<file path="src/rtl/ir_edge_pkg.sv">
package ir_edge_pkg;

    // Interrupt-source select codes; the values are decoded by the capture stage.
    typedef enum logic [1:0] {
        IRQ_DECODER = 2'd0,
        IRQ_BOTH    = 2'd1,
        IRQ_FALL    = 2'd2,
        IRQ_RISE    = 2'd3
    } irq_sel_e;

    // Receiver line level when no carrier is present.
    localparam logic LINE_IDLE = 1'b1;

endpackage

</file>
<file path="src/rtl/ir_line_cond.sv">
// Two-stage synchroniser, programmable glitch filter and edge strobes.
module ir_line_cond
    import ir_edge_pkg::*;
#(
    parameter int FILT_W = 3
) (
    input  logic              clk_i,
    input  logic              rst_ni,
    input  logic              clr_i,
    input  logic [FILT_W-1:0] filt_len_i,
    input  logic              line_i,
    output logic              level_o,
    output logic              rise_o,
    output logic              fall_o
);

    typedef struct packed {
        logic              s1;
        logic              s2;
        logic              lvl;
        logic [FILT_W-1:0] run;
    } cond_t;

    cond_t st_d, st_q;
    logic  flip;

    always_comb begin
        st_d = st_q;
        flip = 1'b0;
        if (clr_i) begin
            st_d.s1  = LINE_IDLE;
            st_d.s2  = LINE_IDLE;
            st_d.lvl = LINE_IDLE;
            st_d.run = '0;
        end else begin
            st_d.s1 = line_i;
            st_d.s2 = st_q.s1;
            if (st_q.s2 != st_q.lvl) begin
                if (st_q.run >= filt_len_i) begin
                    st_d.lvl = st_q.s2;
                    st_d.run = '0;
                    flip     = 1'b1;
                end else begin
                    st_d.run = st_q.run + 1'b1;
                end
            end else begin
                st_d.run = '0;
            end
        end
    end

    always_ff @(posedge clk_i or negedge rst_ni) begin
        if (!rst_ni) begin
            st_q.s1  <= LINE_IDLE;
            st_q.s2  <= LINE_IDLE;
            st_q.lvl <= LINE_IDLE;
            st_q.run <= '0;
        end else begin
            st_q <= st_d;
        end
    end

    assign level_o = st_q.lvl;
    assign rise_o  = flip &  st_q.s2;
    assign fall_o  = flip & ~st_q.s2;

    // The clean level only moves to a value the synchroniser already showed.
    assert_filter_follow_R9: assert property (@(posedge clk_i) disable iff (!rst_ni)
        (st_q.lvl != $past(st_q.lvl)) && !$past(clr_i) |-> (st_q.lvl == $past(st_q.s2)));

    assert_clear_idle_R1: assert property (@(posedge clk_i) disable iff (!rst_ni)
        clr_i |=> (st_q.lvl == LINE_IDLE) && (st_q.run == '0));

endmodule

</file>
<file path="src/rtl/ir_tick_gen.sv">
// Prescaler: one tick per (base+1) reference strobes, phase realigned on every edge.
module ir_tick_gen #(
    parameter int BASE_W = 12
) (
    input  logic              clk_i,
    input  logic              rst_ni,
    input  logic              run_i,
    input  logic              restart_i,
    input  logic              ref_stb_i,
    input  logic [BASE_W-1:0] base_i,
    output logic              tick_o
);

    typedef struct packed {
        logic [BASE_W-1:0] pre;
    } tick_t;

    tick_t st_d, st_q;
    logic  tick;

    always_comb begin
        st_d = st_q;
        tick = 1'b0;
        if (!run_i || restart_i) begin
            st_d.pre = '0;
        end else if (ref_stb_i) begin
            if (st_q.pre >= base_i) begin
                st_d.pre = '0;
                tick     = 1'b1;
            end else begin
                st_d.pre = st_q.pre + 1'b1;
            end
        end
    end

    always_ff @(posedge clk_i or negedge rst_ni) begin
        if (!rst_ni) begin
            st_q.pre <= '0;
        end else begin
            st_q <= st_d;
        end
    end

    assign tick_o = tick;

    // With a steady divider the phase counter never runs past it.
    assert_prescale_bound_R2: assert property (@(posedge clk_i) disable iff (!rst_ni)
        $stable(base_i) && ($past(st_q.pre) <= $past(base_i)) |-> (st_q.pre <= base_i));

endmodule

</file>
<file path="src/rtl/ir_interval_cap.sv">
// Saturating interval counter, edge selection and capture registers.
module ir_interval_cap
    import ir_edge_pkg::*;
#(
    parameter int CNT_W = 13
) (
    input  logic             clk_i,
    input  logic             rst_ni,
    input  logic             en_i,
    input  logic             clr_i,
    input  logic [1:0]       sel_i,
    input  logic             tick_i,
    input  logic             rise_i,
    input  logic             fall_i,
    output logic             irq_o,
    output logic [CNT_W-1:0] interval_o,
    output logic             pulse_o
);

    localparam logic [CNT_W-1:0] CNT_MAX = '1;

    typedef struct packed {
        logic [CNT_W-1:0] cnt;
        logic [CNT_W-1:0] ivl;
        logic             pulse;
        logic             irq;
    } cap_t;

    cap_t     st_d, st_q;
    irq_sel_e sel;
    logic     any_edge;
    logic     take;

    assign sel      = irq_sel_e'(sel_i);
    assign any_edge = rise_i | fall_i;

    always_comb begin
        unique case (sel)
            IRQ_BOTH: take = any_edge;
            IRQ_FALL: take = fall_i;
            IRQ_RISE: take = rise_i;
            default:  take = 1'b0;
        endcase
        take = take & en_i;
    end

    always_comb begin
        st_d     = st_q;
        st_d.irq = 1'b0;
        if (clr_i) begin
            st_d.cnt   = '0;
            st_d.ivl   = '0;
            st_d.pulse = 1'b0;
        end else begin
            if (!en_i || any_edge) begin
                st_d.cnt = '0;
            end else if (tick_i && (st_q.cnt != CNT_MAX)) begin
                st_d.cnt = st_q.cnt + 1'b1;
            end
            if (take) begin
                st_d.ivl   = st_q.cnt;
                st_d.pulse = rise_i;
                st_d.irq   = 1'b1;
            end
        end
    end

    always_ff @(posedge clk_i or negedge rst_ni) begin
        if (!rst_ni) begin
            st_q.cnt   <= '0;
            st_q.ivl   <= '0;
            st_q.pulse <= 1'b0;
            st_q.irq   <= 1'b0;
        end else begin
            st_q <= st_d;
        end
    end

    assign irq_o      = st_q.irq;
    assign interval_o = st_q.ivl;
    assign pulse_o    = st_q.pulse;

    assert_cnt_saturate_R3: assert property (@(posedge clk_i) disable iff (!rst_ni)
        en_i && !clr_i && !any_edge && (st_q.cnt == CNT_MAX) |=> (st_q.cnt == CNT_MAX));

    assert_cnt_monotone_R2: assert property (@(posedge clk_i) disable iff (!rst_ni)
        en_i && !clr_i && !any_edge |=> (st_q.cnt >= $past(st_q.cnt)));

    assert_decoder_sel_quiet_R6: assert property (@(posedge clk_i) disable iff (!rst_ni)
        irq_o |-> ($past(sel_i) != 2'(IRQ_DECODER)));

    assert_irq_needs_enable_R8: assert property (@(posedge clk_i) disable iff (!rst_ni)
        irq_o |-> $past(en_i));

    assert_fall_is_space_R7: assert property (@(posedge clk_i) disable iff (!rst_ni)
        irq_o && ($past(sel_i) == 2'(IRQ_FALL)) |-> !pulse_o);

    assert_rise_is_pulse_R7: assert property (@(posedge clk_i) disable iff (!rst_ni)
        irq_o && ($past(sel_i) == 2'(IRQ_RISE)) |-> pulse_o);

    assert_capture_hold_R10: assert property (@(posedge clk_i) disable iff (!rst_ni)
        !irq_o && !$past(clr_i) |-> ($stable(interval_o) && $stable(pulse_o)));

endmodule

</file>
<file path="src/rtl/ir_edge_timer.sv">
module ir_edge_timer #(
    parameter int CNT_W  = 13,
    parameter int BASE_W = 12,
    parameter int FILT_W = 3
) (
    input  logic              clk_i,
    input  logic              rst_ni,
    input  logic              cfg_enable_i,
    input  logic              cfg_clr_i,
    input  logic [1:0]        cfg_irq_sel_i,
    input  logic [BASE_W-1:0] cfg_base_i,
    input  logic [FILT_W-1:0] cfg_filt_i,
    input  logic              ref_stb_i,
    input  logic              ir_line_i,
    output logic              irq_o,
    output logic [CNT_W-1:0]  interval_o,
    output logic              pulse_o
);

    logic level;
    logic rise;
    logic fall;
    logic tick;
    logic run;

    assign run = cfg_enable_i & ~cfg_clr_i;

    ir_line_cond #(
        .FILT_W (FILT_W)
    ) u_line (
        .clk_i      (clk_i),
        .rst_ni     (rst_ni),
        .clr_i      (cfg_clr_i),
        .filt_len_i (cfg_filt_i),
        .line_i     (ir_line_i),
        .level_o    (level),
        .rise_o     (rise),
        .fall_o     (fall)
    );

    ir_tick_gen #(
        .BASE_W (BASE_W)
    ) u_tick (
        .clk_i     (clk_i),
        .rst_ni    (rst_ni),
        .run_i     (run),
        .restart_i (rise | fall),
        .ref_stb_i (ref_stb_i),
        .base_i    (cfg_base_i),
        .tick_o    (tick)
    );

    ir_interval_cap #(
        .CNT_W (CNT_W)
    ) u_cap (
        .clk_i      (clk_i),
        .rst_ni     (rst_ni),
        .en_i       (cfg_enable_i),
        .clr_i      (cfg_clr_i),
        .sel_i      (cfg_irq_sel_i),
        .tick_i     (tick),
        .rise_i     (rise),
        .fall_i     (fall),
        .irq_o      (irq_o),
        .interval_o (interval_o),
        .pulse_o    (pulse_o)
    );

    // A clean edge always moves the conditioned level in its own direction.
    assert_edge_level_R7: assert property (@(posedge clk_i) disable iff (!rst_ni)
        (rise || fall) && !cfg_clr_i |=> (level == $past(rise)));

endmodule

</file>
<file path="config.mk">
export PLATFORM = sky130hd
export DESIGN_NAME = ir_edge_timer
export DESIGN_NICKNAME = d
export VERILOG_FILES = /design/src/rtl/ir_edge_pkg.sv /design/src/rtl/ir_line_cond.sv /design/src/rtl/ir_tick_gen.sv /design/src/rtl/ir_interval_cap.sv /design/src/rtl/ir_edge_timer.sv
export SDC_FILE = /design/constraint.sdc
export NUM_CORES = 1
export LEC_CHECK = 0
export ABC_AREA = 1
export ABC_CLOCK_PERIOD_IN_PS = 4760
export BUFFER_PORTS_ARGS = -buffer_cell sky130_fd_sc_hd__buf_2
export CAP_MARGIN = 20
export CORE_MARGIN = 2
export CORE_UTILIZATION = 40
export DETAILED_ROUTE_END_ITERATION = 16
export PLACE_DENSITY = 0.69
export SLEW_MARGIN = 15
export SYNTH_ARGS = -nofsm -noshare
export SYNTH_HDL_FRONTEND = slang
export SYNTH_SLANG_ARGS = --single-unit
</file>
<file path="constraint.sdc">
create_clock -name clk_i -period 4.76 [get_ports clk_i]
set_input_delay 1.19 -clock clk_i [delete_from_list [all_inputs] [get_ports clk_i]]
set_output_delay 1.19 -clock clk_i [all_outputs]
set_load 0.02 [all_outputs]
</file>
# == Word-level counts from Yosys, hierarchy flattened ==
# Index checks and enable logic that the tools add are counted.
# word_totals
inputBits,23
out_inout_bits,15
wordCells,57
regBits,46
# op_classes
n_reduce_logical,11
add_sub_neg,3
muxes,20
magnitude_cmp,2
eq_ne,5
n_bitwise,7
# op_table
cell,n
2-to-1 mux 12 bit,3
2-to-1 mux 27 bit,1
2-to-1 mux 13 bit,2
2-to-1 mux 15 bit,1
"adder 13 x 1 -> 13 bit, second input constant",1
"inequality test 13 bit, second input constant",1
"adder 12 x 1 -> 12 bit, second input constant",1
greater-or-equal comparator 12 bit,1
2-to-1 mux 1 bit,9
nonzero test 2 bit,4
2-to-1 mux 3 bit,2
2-to-1 mux 6 bit,1
bitwise AND 1 bit,4
"== test 2 bit, second input constant",2
"adder 3 x 1 -> 3 bit, second input constant",1
greater-or-equal comparator 3 bit,1
case mux 1 bit (3 select lines),1
nonzero test 3 bit,1
"== test 2 x 1 -> 1 bit, second input constant",1
logical NOT 1 bit,2
logical OR 1 bit,2
NOT 1 bit,2
AND reduction 2 bit,1
logical AND 1 bit,1
other kinds (2),2

# == Longest topological paths before layout ==
# Gate-level depths: netlist of run 1.
# depth
depth_word,12
ltp_mapped,14
depth_no_buf,13

# == Hierarchy ==
# Synthesis of run 1 repeated with hierarchy kept, for this count alone.
# unflattened
hier_cells,404
hier_area_um2,3085.5
# modules_own_cells
mod,seq_area_each_um2,cells_each,area_per_inst_um2,n_inst
ir_interval_cap,700.7,206,1611.5,1
ir_tick_gen,300.3,152,1106.1,1
ir_line_cond,153.9,41,346.6,1
ir_edge_timer,0.0,5,21.3,1

# == Worst setup path before layout of run 1 ==
# Ideal clock, no wire load.
# synth_timing
path_kind,input to register
startpoint,in cfg_filt_i[2]
endpoint,reg u_cap.st_q[23] (netlist name)
path_buffers,2
stages,11
setup_ns,0.065
path_slack_ns,2.255
arrival_time_ns,2.440
t_required_ns,4.695
cell_sequence,inv_1 > ha_1 > a21oi_1 > nand3_2 > nand2_2 > nand2_2 > inv_2 > buf_6 > buf_6 > nand3_1 > nand2_1
# synth_via
elab_chain_len,10
word_cells_on_any_way,14
classes_between,1 x order compare; 6 x mux; 3 x bitwise; 4 x reduce/logical
# synth_lines
element,line,rtl
"start, declared",ir_edge_timer.sv:12,"input logic [FILT_W-1:0] cfg_filt_i,"
greater-or-equal comparator 3 bit (*),ir_line_cond.sv:39,if (st_q.run >= filt_len_i) begin
2-to-1 mux 1 bit (*),ir_line_cond.sv:39,
2-to-1 mux 1 bit (*),ir_line_cond.sv:38,if (st_q.s2 != st_q.lvl) begin
2-to-1 mux 1 bit (*),ir_line_cond.sv:30,if (clr_i) begin
bitwise AND 1 bit (on tied branches),"ir_line_cond.sv:64, ir_line_cond.sv:65",
bitwise OR 1 bit (*),"ir_interval_cap.sv:35, ir_edge_timer.sv:47",
logical OR 1 bit,ir_tick_gen.sv:24,if (!run_i || restart_i) begin
2-to-1 mux 1 bit,ir_tick_gen.sv:24,
logical AND 1 bit,ir_interval_cap.sv:57,end else if (tick_i && (st_q.cnt != CNT_MAX)) begin
nonzero test 3 bit (no line),-,
"end signal, assigned",ir_interval_cap.sv:75,st_q <= st_d;
"end, declared",ir_interval_cap.sv:29,"cap_t st_d, st_q;"
# Every way passes the cells marked *; elsewhere a longest branch is shown, timed or not.
# A chain may end at the register's enable or synchronous reset.

# == Worst setup path in the final report of run 1 ==
# layout_timing
startpoint,in cfg_filt_i[2]
endpoint,reg u_cap.st_q[25] (netlist name)
# The elaborated chain is that of the path after synthesis.

==> results of run 1 <==
## flip-flops by register name (all words and copies together), names as in the netlist
name	flops
u_tick.st_q	12
u_cap.interval_o	13
u_cap.irq_o	1
u_line.level_o	1
u_cap.pulse_o	1
u_line.st_q	5
u_cap.st_q	13
## cell type report
| type | instances | area [um^2] |
|---|---|---|
| clock buffer | 5 | 68.8 |
| clock inverter | 3 | 40.0 |
| fill | 729 | 4010 |
| inverter | 48 | 183 |
| multi-input combinational | 296 | 1550 |
| sequential | 46 | 1150 |
| tap | 99 | 124 |
| timing repair buffer | 38 | 205 |
## routing by layer
metal	part of all wire [%]	up-vias
met3	5.3	7
met5	0	-
met1	48	1165
met2	46	58
met4	1.3	0
li1	-	1343
## worst max path at each step
stage | startpoint | end | slack [ns] | cells after the start
finish | cfg_filt_i[2] | u_cap.st_q[25]$_DFFE_PN0P_ | 2.18 | 11
detailed placement | cfg_filt_i[2] | u_cap.st_q[22]$_DFFE_PN0P_ | 1.87 | 11
global placement | cfg_filt_i[2] | u_cap.interval_o[4]$_DFFE_PN0P_ | 1.91 | 11
floorplan | cfg_filt_i[2] | u_cap.st_q[23]$_DFFE_PN0P_ | 2.26 | 11
CTS | cfg_filt_i[2] | u_cap.st_q[22]$_DFFE_PN0P_ | 2.19 | 11
global route | cfg_filt_i[2] | u_cap.interval_o[4]$_DFFE_PN0P_ | 2.03 | 11
## power groups by stage
stage               logic (mW)  registers [mW]  clock network (mW)
global placement        0.0638           0.408                   0
finish                  0.0667           0.401               0.289
floorplan               0.0432           0.407                   0
detailed placement      0.0657           0.408                   0
global route            0.0766           0.402               0.309
CTS                     0.0660           0.401               0.295
## kinds of logic after synthesis
family | count (synthesis) | share of synthesized area (%)
adders and majority gates | 18 | 7.33
DFF | 46 | 37.6
and+or+nand+nor | 244 | 35.6
buffers and inverters | 74 | 12.2
AOI/OAI and AO/OA | 20 | 3.38
xor gates and xnor gates | 14 | 3.99
## placed cells by master, fill, tap and decap left out
cell type    n
dfstp_2      3
bufinv_16    1
inv_1       46
ha_1        18
nor2_1      30
dfrtp_1     43
xnor2_1      3
clkinv_2     2
clkbuf_8     5
nand4_1      7
nand3_2      1
a21oi_2      1
o21ai_0      7
a21oi_1      9
nand2_2      7
nor3_1      15
inv_2        1
nor2_4       3
and3_1       1
nand3b_1     1
buf_12       1
buf_2       37
nand2_4      2
or2_2        3
o21ai_1      3
nor2_2       2
inv_4        1
xor2_1      11
nand2_1    123
nand3_1     49
## cell usage after synthesis, types with 5 or more instances
cell type  number  area share (%)
dfrtp_1        43              35
nand4_1         7             1.4
buf_4          13             3.2
xor2_1         11             3.1
o21ai_0         7             1.1
buf_2           6            0.98
nand2_1       123              15
ha_1           18             7.3
nand2_2         7             1.4
nand3_1        49             8.0
a21oi_1         9             1.5
inv_1          46             5.6
nor3_1         15             2.4
nor2_1         30             3.7
buf_6           5             1.8
## worst max-delay path: stages
cell     delay (ns)
buf_2          0.08
inv_1          0.03
ha_1           0.31
a21oi_1        0.18
nand3_2        0.15
nand2_2        0.13
nand2_2        0.08
inv_2          0.29
nand2_4        0.18
nand2_1        0.10
nand2_1        0.05
==> results.md, run 1 <==
* Pre-CTS WS at 1.87 ns
* Share of cells above drive strength 1 at 16.1%
* Main synth FF type: dfrtp_1
* Antenna cell count at 0
* Initial core utilization at 41.9%
* CP arrival at 2.77 ns
* Power Total at 0.757 mW
* Post-CTS Setup Repair Bufs at 0
* Worst hold slack at 0.471 ns
* Clk sinks at 46
* DRC at 0
* Switch share at 24.4%
* Fin. max-slew vios at 0
* Cts hold-fix bufs at 0
* Die height at 91.7 um
* Gate Count Post-Synth at 416
* Worst-path clk slew at ~0.090 ns
* Post-route non-filler standard cell count at around 540
* Combinational power share at 8.8%
* Syn avg cell area at between 7 and 8 um^2
* CP Launch Type: input port
* Synthesized cell area at 3070 um^2
* # setup viols final at 0
* Crit Path Category: in -> reg
* Synth Register Bits at 46
* Worst path required time at 4.95 ns
* Nets@finish at ~480
* Worst vdd ir at 118 uV
* EDFF count, synth at 0
* Post-Route Skew at 0.00625 ns
* Hold Path Sink: u_line.st_q[0]$_DFF_PN0_
* Fin Setup TNS at 0 ns
* Post-DP HPWL at 4.40 mm
* Synth-to-Final Area Change at 8.02%
* Clock power frac at 38.2%
* Final Cycle Share at 54.1%
* Syn nets at 457
* Worst Hold Launch: u_line.st_q[0]$_DFF_PN0_
* Slew @ Worst Pin at 0.513 ns
* Top-level I/O count at 38
* Num rows at 31
* Skew-Pair Late Insertion Delay at about 0.30 ns
* WHS Path Cells at 1
* Core region area at 7330 um^2
* Sequential fraction of the synthesis area at 37.6%
* Post-placement cell area at 3190 um^2
* Relative slew slack at 65.8%
* Met2 Track Usage GR at between 20% and 30%
* Vias per cell at between 4 and 5
* Leakage at 1.80 nW
* Vias in the first global route at 2415
* Worst R2R Path Depth at 10
* First-pass GRT wire length at 10.7 mm
* Largest net degree at the start of global routing at 47
* Post-layout util at 45.3%
* CTS tree: built
* Net Switching at 0.184 mW
* Final worst setup slack at 2.18 ns
* Reg power frac at 53.0%
* RSZ-0062 raised after global routing: false
* Drt pass-1 iters at 4
* Reg-to-Reg End: u_tick.st_q[0]$_DFFE_PN0P_
* Tmin final at 2.58 ns
* GR Util met1 at 20.3%
* Syn. warnings at 0
* Status: finished, final reports clean
* Routed WL per cell at 11.3 um
* Reg-to-reg slack, setup at 2.77 ns
* Placed cells at 526
* Worst-path maximum fanout at 20
* Post-synthesis cell type count at 30
* Internal at 0.572 mW
* Crit. End Element: flop
* Final antenna-violating net count at 0
* Die extent in x at 91.7 um
* Hold Vio Cnt, Final at 0
* Async SR Flop Fraction at between 90% and 100%
* Min-delay worst type: reg -> reg
* Post-cts resize count at 0
* PD cells at 228 nW/um^2
* Drt first-iter violations at 202
* GRT overflow at 0
* Post-detailed-routing wire length at around 6.1 mm
* Busiest metal layer after global routing: met2
* Clk buf depth at 2
* CTS H-tree depth at 2
* TritonCTS buffer count at 5
* Gr usage total at 15.3%
* MaxCap Viol Count at 0
* Final Instance Area at about 3300 um^2
* Gpl congestion at 0.795
* Met3 Track Usage GR at 2.05%
* Worst r2r src: u_tick.st_q[5]$_DFFE_PN0P_
* Root buf cell: clkbuf_8
* PortBufs at 37
* Max Freq at approximately 390 MHz
* Via count at 2573
* DIE AREA at 8400 um^2
* Antenna violations before repair at 0
Note: power is estimated with default switching activity, not from simulation.
==> inputs of run 2 (changes only) <==
--- a/config.mk
+++ b/config.mk
@@ -6,7 +6,7 @@
 export NUM_CORES = 1
 export LEC_CHECK = 0
 export ABC_AREA = 1
-export ABC_CLOCK_PERIOD_IN_PS = 4760
+export ABC_CLOCK_PERIOD_IN_PS = 2600
 export BUFFER_PORTS_ARGS = -buffer_cell sky130_fd_sc_hd__buf_2
 export CAP_MARGIN = 20
 export CORE_MARGIN = 2
==> constraint.sdc (replaced) <==
create_clock -name clk_i -period 2.6 [get_ports clk_i]
set_input_delay 0.65 -clock clk_i [delete_from_list [all_inputs] [get_ports clk_i]]
set_output_delay 0.65 -clock clk_i [all_outputs]
set_load 0.02 [all_outputs]
==> run 2 against run 1 <==
  * Non-clock buffer count rose by 2
  * Flip-flop and latch count unchanged
  * Design area about the same
  * Core utilization barely moved
  * Die area unchanged
  * Sequential power up 83%
  * Combinational power rose by 84%
  * Global-route usage rose by 0.79 points
  * Critical path type unchanged
  * Largest power group unchanged
  * Highest routed layer unchanged
==> results.md, run 2 (same netlist as run 1, synthesis figures left out) <==
* Status: finished, final reports clean (unchanged)
* Gpl congestion at 0.871 (was 0.795)
* Num rows at 31 (unchanged)
* DIE AREA at 8400 um^2 (unchanged)
* Antenna cell count at 0 (unchanged)
* First-pass GRT wire length at 11.2 mm (was 10.7 mm)
* DRC at 0 (unchanged)
* Final worst setup slack at 0.607 ns (was 2.18 ns)
* MaxCap Viol Count at 0 (unchanged)
* GR Util met1 at 21.2% (was 20.3%)
* TritonCTS buffer count at 5 (unchanged)
* Nets@finish at 478 (was 476)
* Routed WL per cell at 11.7 um (was 11.3 um)
* Post-cts resize count at 0 (unchanged)
* Clk buf depth at 2 (unchanged)
* Post-CTS Setup Repair Bufs at 0 (unchanged)
* Most common cell on crit path: nand2_1
* Fin Setup TNS at 0 ns (unchanged)
* Worst path required time at 2.85 ns (was 4.95 ns)
* PortBufs at 37 (unchanged)
* Drt first-iter violations at 142 (was 202)
* Met2 Track Usage GR at 26.9% (was 26.0%)
* Top-level I/O count at 38 (unchanged)
* CP Launch Type: input port (unchanged)
* Most frequent cells in the layout: 123 x nand2_1, 49 x nand3_1, 46 x inv_1 (unchanged)
* Share of cells above drive strength 1 at 16.4% (was 16.1%)
* Gr usage total at 16.1% (was 15.3%)
* Root buf cell: clkbuf_8 (unchanged)
* Die height at 91.7 um (unchanged)
* Initial core utilization at 41.9% (unchanged)
* Largest net degree at the start of global routing at 47 (unchanged)
* Post-Route Skew at 0.00393 ns (was 0.00625 ns)
* Crit. End Element: flop (unchanged)
* PD cells at 397 nW/um^2 (was 228 nW/um^2)
* Reg-to-reg slack, setup at 0.66 ns (was 2.77 ns)
* RSZ-0062 raised after global routing: false (unchanged)
* Busiest metal layer after global routing: met2 (unchanged)
* Placed cells at 529 (was 526)
* CTS H-tree depth at 2 (unchanged)
* Synth-to-Final Area Change at 8.06% (was 8.02%)
* CTS tree: built (unchanged)
* Slowest cell on crit path: ha_1 (unchanged)
* Final Cycle Share at 76.7%
* # fillers at 727 (was 729)
* Cts hold-fix bufs at 0 (unchanged)
* Hold Vio Cnt, Final at 0 (unchanged)
* Post-route non-filler standard cell count at 537 (was 535)
* Worst hold slack at 0.307 ns (was 0.471 ns)
* Drt pass-1 iters at 4 (unchanged)
* Worst-path clk slew at 0.09 ns (about the same)
* Crit Path Category: in -> reg (unchanged)
* Max Freq at 502 MHz
* Skew-Pair Late Insertion Delay at 0.30 ns (about the same)
* Met3 Track Usage GR at 2.30% (was 2.05%)
* Final antenna-violating net count at 0 (unchanged)
* Vias in the first global route at 2531 (was 2415)
* Relative slew slack at 68.4% (was 65.8%)
* Antenna violations before repair at 0 (unchanged)
* Pre-CTS WS at 0.296 ns (was 1.87 ns)
* GRT overflow at 0 (unchanged)
* Leakage at 1.80 nW (about the same)
* Worst-path maximum fanout at 12 (was 20)
* Post-detailed-routing wire length at 6.30 mm (was 6.07 mm)
* Clk sinks at 46 (unchanged)
* CP max stage delay at 0.31 ns (about the same)
* Post-DP HPWL at 4.73 mm (was 4.40 mm)
* CP arrival at 2.24 ns (was 2.77 ns)
* Worst vdd ir at 140 uV (was 118 uV)
* Commonest non-fill, non-tap cell in the layout: nand2_1 (unchanged)
* Min-delay worst type: in -> async (was reg -> reg)
* Tmin final at 1.99 ns
* Die extent in x at 91.7 um (unchanged)
* Fin. max-slew vios at 0 (unchanged)
* Power Total at 1.32 mW (was 0.757 mW)
* Slew @ Worst Pin at 0.474 ns (was 0.513 ns)
* Core region area at 7330 um^2 (unchanged)
* # setup viols final at 0 (unchanged)
* Crit path cell chain: buf_2 > inv_1 > ha_1 > a21oi_1 > nand3_2 > nand2_2 > nand2_1 > nor3_1 > nand2_1 > nand2_1 (was buf_2 > inv_1 > ha_1 > a21oi_1 > nand3_2 > nand2_2 > nand2_2 > inv_2 > nand2_4 > nand2_1 > nand2_1)
* Vias per cell at 4.84 (was 4.81)
* Via count at 2599 (was 2573)
[run 2: changes by cell type in the layout (fill, tap and decap cells not counted), sizes merged]
cell | before | now
clkinvlp | 0 | 1
buf | 38 | 40
clkbuf | 5 | 6
bufinv | 1 | 0
clkinv | 2 | 1
[run 2: per-stage QoR]
stage	instance area (um^2)	util, %
floorplan	3070	-
global placement	3230	44.0
detailed placement	3230	44.0
CTS	3320	45.3
global route	3320	45.3
finish	3320	45.3
[run 2: per-layer routing]
| layer | part of all wire (%) | vias up | wire (um) |
|---|---|---|---|
| li1 | - | 1348 | - |
| met4 | 1.2 | 0 | 76 |
| met1 | 48 | 1193 | 3020 |
| met3 | 3.7 | 7 | 236 |
| met5 | 0 | - | 0 |
| met2 | 47 | 51 | 2960 |
[run 2: report_power, final]
| group | switching, mW | internal, mW | total, mW |
|---|---|---|---|
| registers | 0.00951 | 0.725 | 0.734 |
| logic | 0.0815 | 0.0412 | 0.123 |
| clock network | 0.247 | 0.214 | 0.461 |
| total | 0.338 | 0.980 | 1.32 |
[run 2: final timing paths]
path	to	from	cells past startpoint
worst min register to register	u_line.st_q[0]$_DFF_PN0_	u_line.st_q[0]$_DFF_PN0_	1
max in group asynchronous	u_line.level_o$_DFFE_PN1P_	rst_ni	2
worst min-delay path	u_cap.interval_o[7]$_DFFE_PN0P_	rst_ni	2
min in group clk_i	u_line.st_q[0]$_DFF_PN0_	u_line.st_q[0]$_DFF_PN0_	1
worst max-delay path	u_cap.st_q[26]$_DFFE_PN0P_	cfg_filt_i[2]	10
worst max register to register	u_cap.st_q[26]$_DFFE_PN0P_	u_line.st_q[2]$_DFF_PN0_	8
[run 2: final cells by class]
cell class	instances	area (um^2)	share of cell area [%]
Timing Repair Buffer	40	220	6.63
Clock inverter	2	12.5	0.377
Sequential cell	46	1150	34.8
Inverter	48	183	5.50
Tap cell	99	124	3.73
Clock buffer	6	82.6	2.49
Multi-Input combinational cell	296	1550	46.5
[run 2: worst max-delay path, delay by kind of cell]
family	cells	cell delay (ns)
AND/OR/NAND/NOR	6	0.98
adder cells (fa/ha/maj)	1	0.31
AO/OA/AOI/OAI	1	0.18
buffers and inverters	2	0.12
==> inputs of run 3 (changes only) <==
--- a/config.mk
+++ b/config.mk
@@ -6,7 +6,7 @@
 export NUM_CORES = 1
 export LEC_CHECK = 0
 export ABC_AREA = 1
-export ABC_CLOCK_PERIOD_IN_PS = 2600
+export ABC_CLOCK_PERIOD_IN_PS = 2000
 export BUFFER_PORTS_ARGS = -buffer_cell sky130_fd_sc_hd__buf_2
 export CAP_MARGIN = 20
 export CORE_MARGIN = 2
==> constraint.sdc (replaced) <==
create_clock -name clk_i -period 2 [get_ports clk_i]
set_input_delay 0.5 -clock clk_i [delete_from_list [all_inputs] [get_ports clk_i]]
set_output_delay 0.5 -clock clk_i [all_outputs]
set_load 0.02 [all_outputs]
==> run 3 against run 2 <==
  * Largest power group unchanged
  * Wire length is 1.8% higher
  * Clock power rose by 86%
  * Power is 51% higher
  * First-iteration DRC count grew 15%
  * Clock skew grew 0.0023 ns
==> results.md, run 3 (same netlist as run 1, synthesis figures left out) <==
* Status: finished, final reports clean (unchanged)
* Fin Setup TNS at 0 ns (unchanged)
* Final Instance Area at 3510 um^2 (was 3320 um^2)
* # fillers at 696 (was 727)
* TritonCTS buffer count at 5 (unchanged)
* Gpl congestion at 0.887 (was 0.871)
* Min-delay worst type: in -> async (unchanged)
* Final Cycle Share at 91.3%
* GRT overflow at 0 (unchanged)
* Max Freq at 548 MHz
* Fin. max-slew vios at 0 (unchanged)
* Pre-CTS WS at -0.0493 ns (was 0.296 ns)
* Worst path required time at 2.25 ns (was 2.85 ns)
* Largest net degree at the start of global routing at 27 (was 47)
* DIE AREA at 8400 um^2 (unchanged)
* Num rows at 31 (unchanged)
* Final antenna-violating net count at 0 (unchanged)
* PD cells at 567 nW/um^2 (was 397 nW/um^2)
* Skew-Pair Late Insertion Delay at 0.31 ns (was 0.30 ns)
* PortBufs at 37 (unchanged)
* Clk buf depth at 2 (unchanged)
* Die height at 91.7 um (unchanged)
* Most frequent cells in the layout: 123 x nand2_1, 49 x nand3_1, 46 x inv_1 (unchanged)
* Hold Vio Cnt, Final at 0 (unchanged)
* Gr usage total at 16.1% (about the same)
* Antenna violations before repair at 0 (unchanged)
* CTS H-tree depth at 2 (unchanged)
* Leakage at 1.91 nW (was 1.80 nW)
* Post-placement cell area at 3350 um^2 (was 3230 um^2)
* Nets@finish at 494 (was 478)
* MaxCap Viol Count at 0 (unchanged)
* Die extent in x at 91.7 um (unchanged)
* DRC at 0 (unchanged)
* Vias per cell at 4.79 (was 4.84)
* Antenna cell count at 0 (unchanged)
* Crit. End Element: flop (unchanged)
* Post-route non-filler standard cell count at 553 (was 537)
* Worst hold slack at 0.140 ns (was 0.307 ns)
* CTS tree: built (unchanged)
* CP arrival at 2.08 ns (was 2.24 ns)
* Crit Path Category: reg -> reg (was in -> reg)
* Tmin final at 1.83 ns
* Top-level I/O count at 38 (unchanged)
* Initial core utilization at 41.9% (unchanged)
* Final worst setup slack at 0.175 ns (was 0.607 ns)
* Post-Route Skew at 0.00620 ns (was 0.00393 ns)
* Commonest non-fill, non-tap cell in the layout: nand2_1 (unchanged)
* First-pass GRT wire length at 11.1 mm (was 11.2 mm)
* Via count at 2647 (was 2599)
* Relative slew slack at 68.1% (was 68.4%)
* Share of cells above drive strength 1 at 20.0% (was 16.4%)
* Drt first-iter violations at 163 (was 142)
* Root buf cell: clkbuf_8 (unchanged)
* Routed WL per cell at 11.6 um (was 11.7 um)
* # setup viols final at 0 (unchanged)
* Worst-path clk slew at 0.09 ns (about the same)
* Placed cells at 544 (was 529)
* Drt pass-1 iters at 4 (unchanged)
* Worst vdd ir at 243 uV (was 140 uV)
* Slew @ Worst Pin at 0.479 ns (was 0.474 ns)
* Vias in the first global route at 2510 (was 2531)
* Synth-to-Final Area Change at 14.1% (was 8.06%)
* Clk sinks at 46 (unchanged)
* CP Launch Type: flop (was input port)
* Post-detailed-routing wire length at 6.41 mm (was 6.30 mm)
* Core region area at 7330 um^2 (unchanged)
* Post-DP HPWL at 4.91 mm (was 4.73 mm)
* RSZ-0062 raised after global routing: false (unchanged)
* Worst-path maximum fanout at 14 (was 12)
## run 3: path summary, 6_finish.rpt
kind | start | slack (ns) | cells past startpoint | endpoint
setup / recovery | u_tick.st_q[11]$_DFFE_PN0P_ | 0.17 | 11 | u_cap.st_q[26]$_DFFE_PN0P_
hold / removal | rst_ni | 0.14 | 1 | u_cap.irq_o$_DFF_PN0_
setup reg to reg | u_tick.st_q[11]$_DFFE_PN0P_ | 0.17 | 11 | u_cap.st_q[26]$_DFFE_PN0P_
hold reg to reg | u_line.st_q[0]$_DFF_PN0_ | 0.48 | 1 | u_line.st_q[0]$_DFF_PN0_
max in group asynchronous | rst_ni | 1.36 | 2 | u_cap.st_q[25]$_DFFE_PN0P_
min in group clk_i | ir_line_i | 0.40 | 2 | u_line.st_q[5]$_DFF_PN1_
## run 3: cell type report
cell class	instances	area, um^2	area share (%)
tap	99	124	3.53
inverter	48	183	5.21
clock inverter	2	60.1	1.71
multi-input combinational	296	1550	44.2
sequential	46	1160	33.0
timing repair buffer	56	353	10.1
clock buffer	6	82.6	2.35
## run 3: power by group
group	internal, mW	leakage, nW	switching (mW)	total [mW]
clock	0.533	0.0714	0.323	0.856
combinational	0.0704	1.21	0.112	0.182
sequential	0.942	0.629	0.0104	0.952
total	1.55	1.91	0.445	1.99
## run 3: metal layers
metal  track usage (%)  up-vias  part of all wire [%]
li1                  -     1377                     -
met4              6.82        0                   1.8
met2              26.0       64                    46
met5                 0        -                     0
met3              2.71       12                   4.6
met1              21.3     1194                    47
## run 3: repair_timing
item | 4_1_cts | 5_1_grt
endpoints found under the hold margin | 0 | 0
gates resized for setup | 0 | 3
endpoints found under the setup margin | 0 | 20
hold buffers | 0 | 0
setup buffers | 0 | 1
## run 3: per-stage QoR
stage	power [mW]	util [%]
floorplan	1.07	-
global placement	1.15	45.7
detailed placement	1.15	45.7
CTS	2.02	47.7
global route	2.07	47.9
finish	1.99	47.9
## run 3: worst max-delay path, stage by stage (launching register included)
cell     delay (ns)
dfrtp_1        0.43
ha_1           0.31
nand2_1        0.08
nor2_2         0.16
nand2_1        0.09
inv_1          0.06
nand2_1        0.07
nand2_2        0.12
nand2_4        0.13
nand2_4        0.16
nand2_1        0.09
nand2_1        0.07
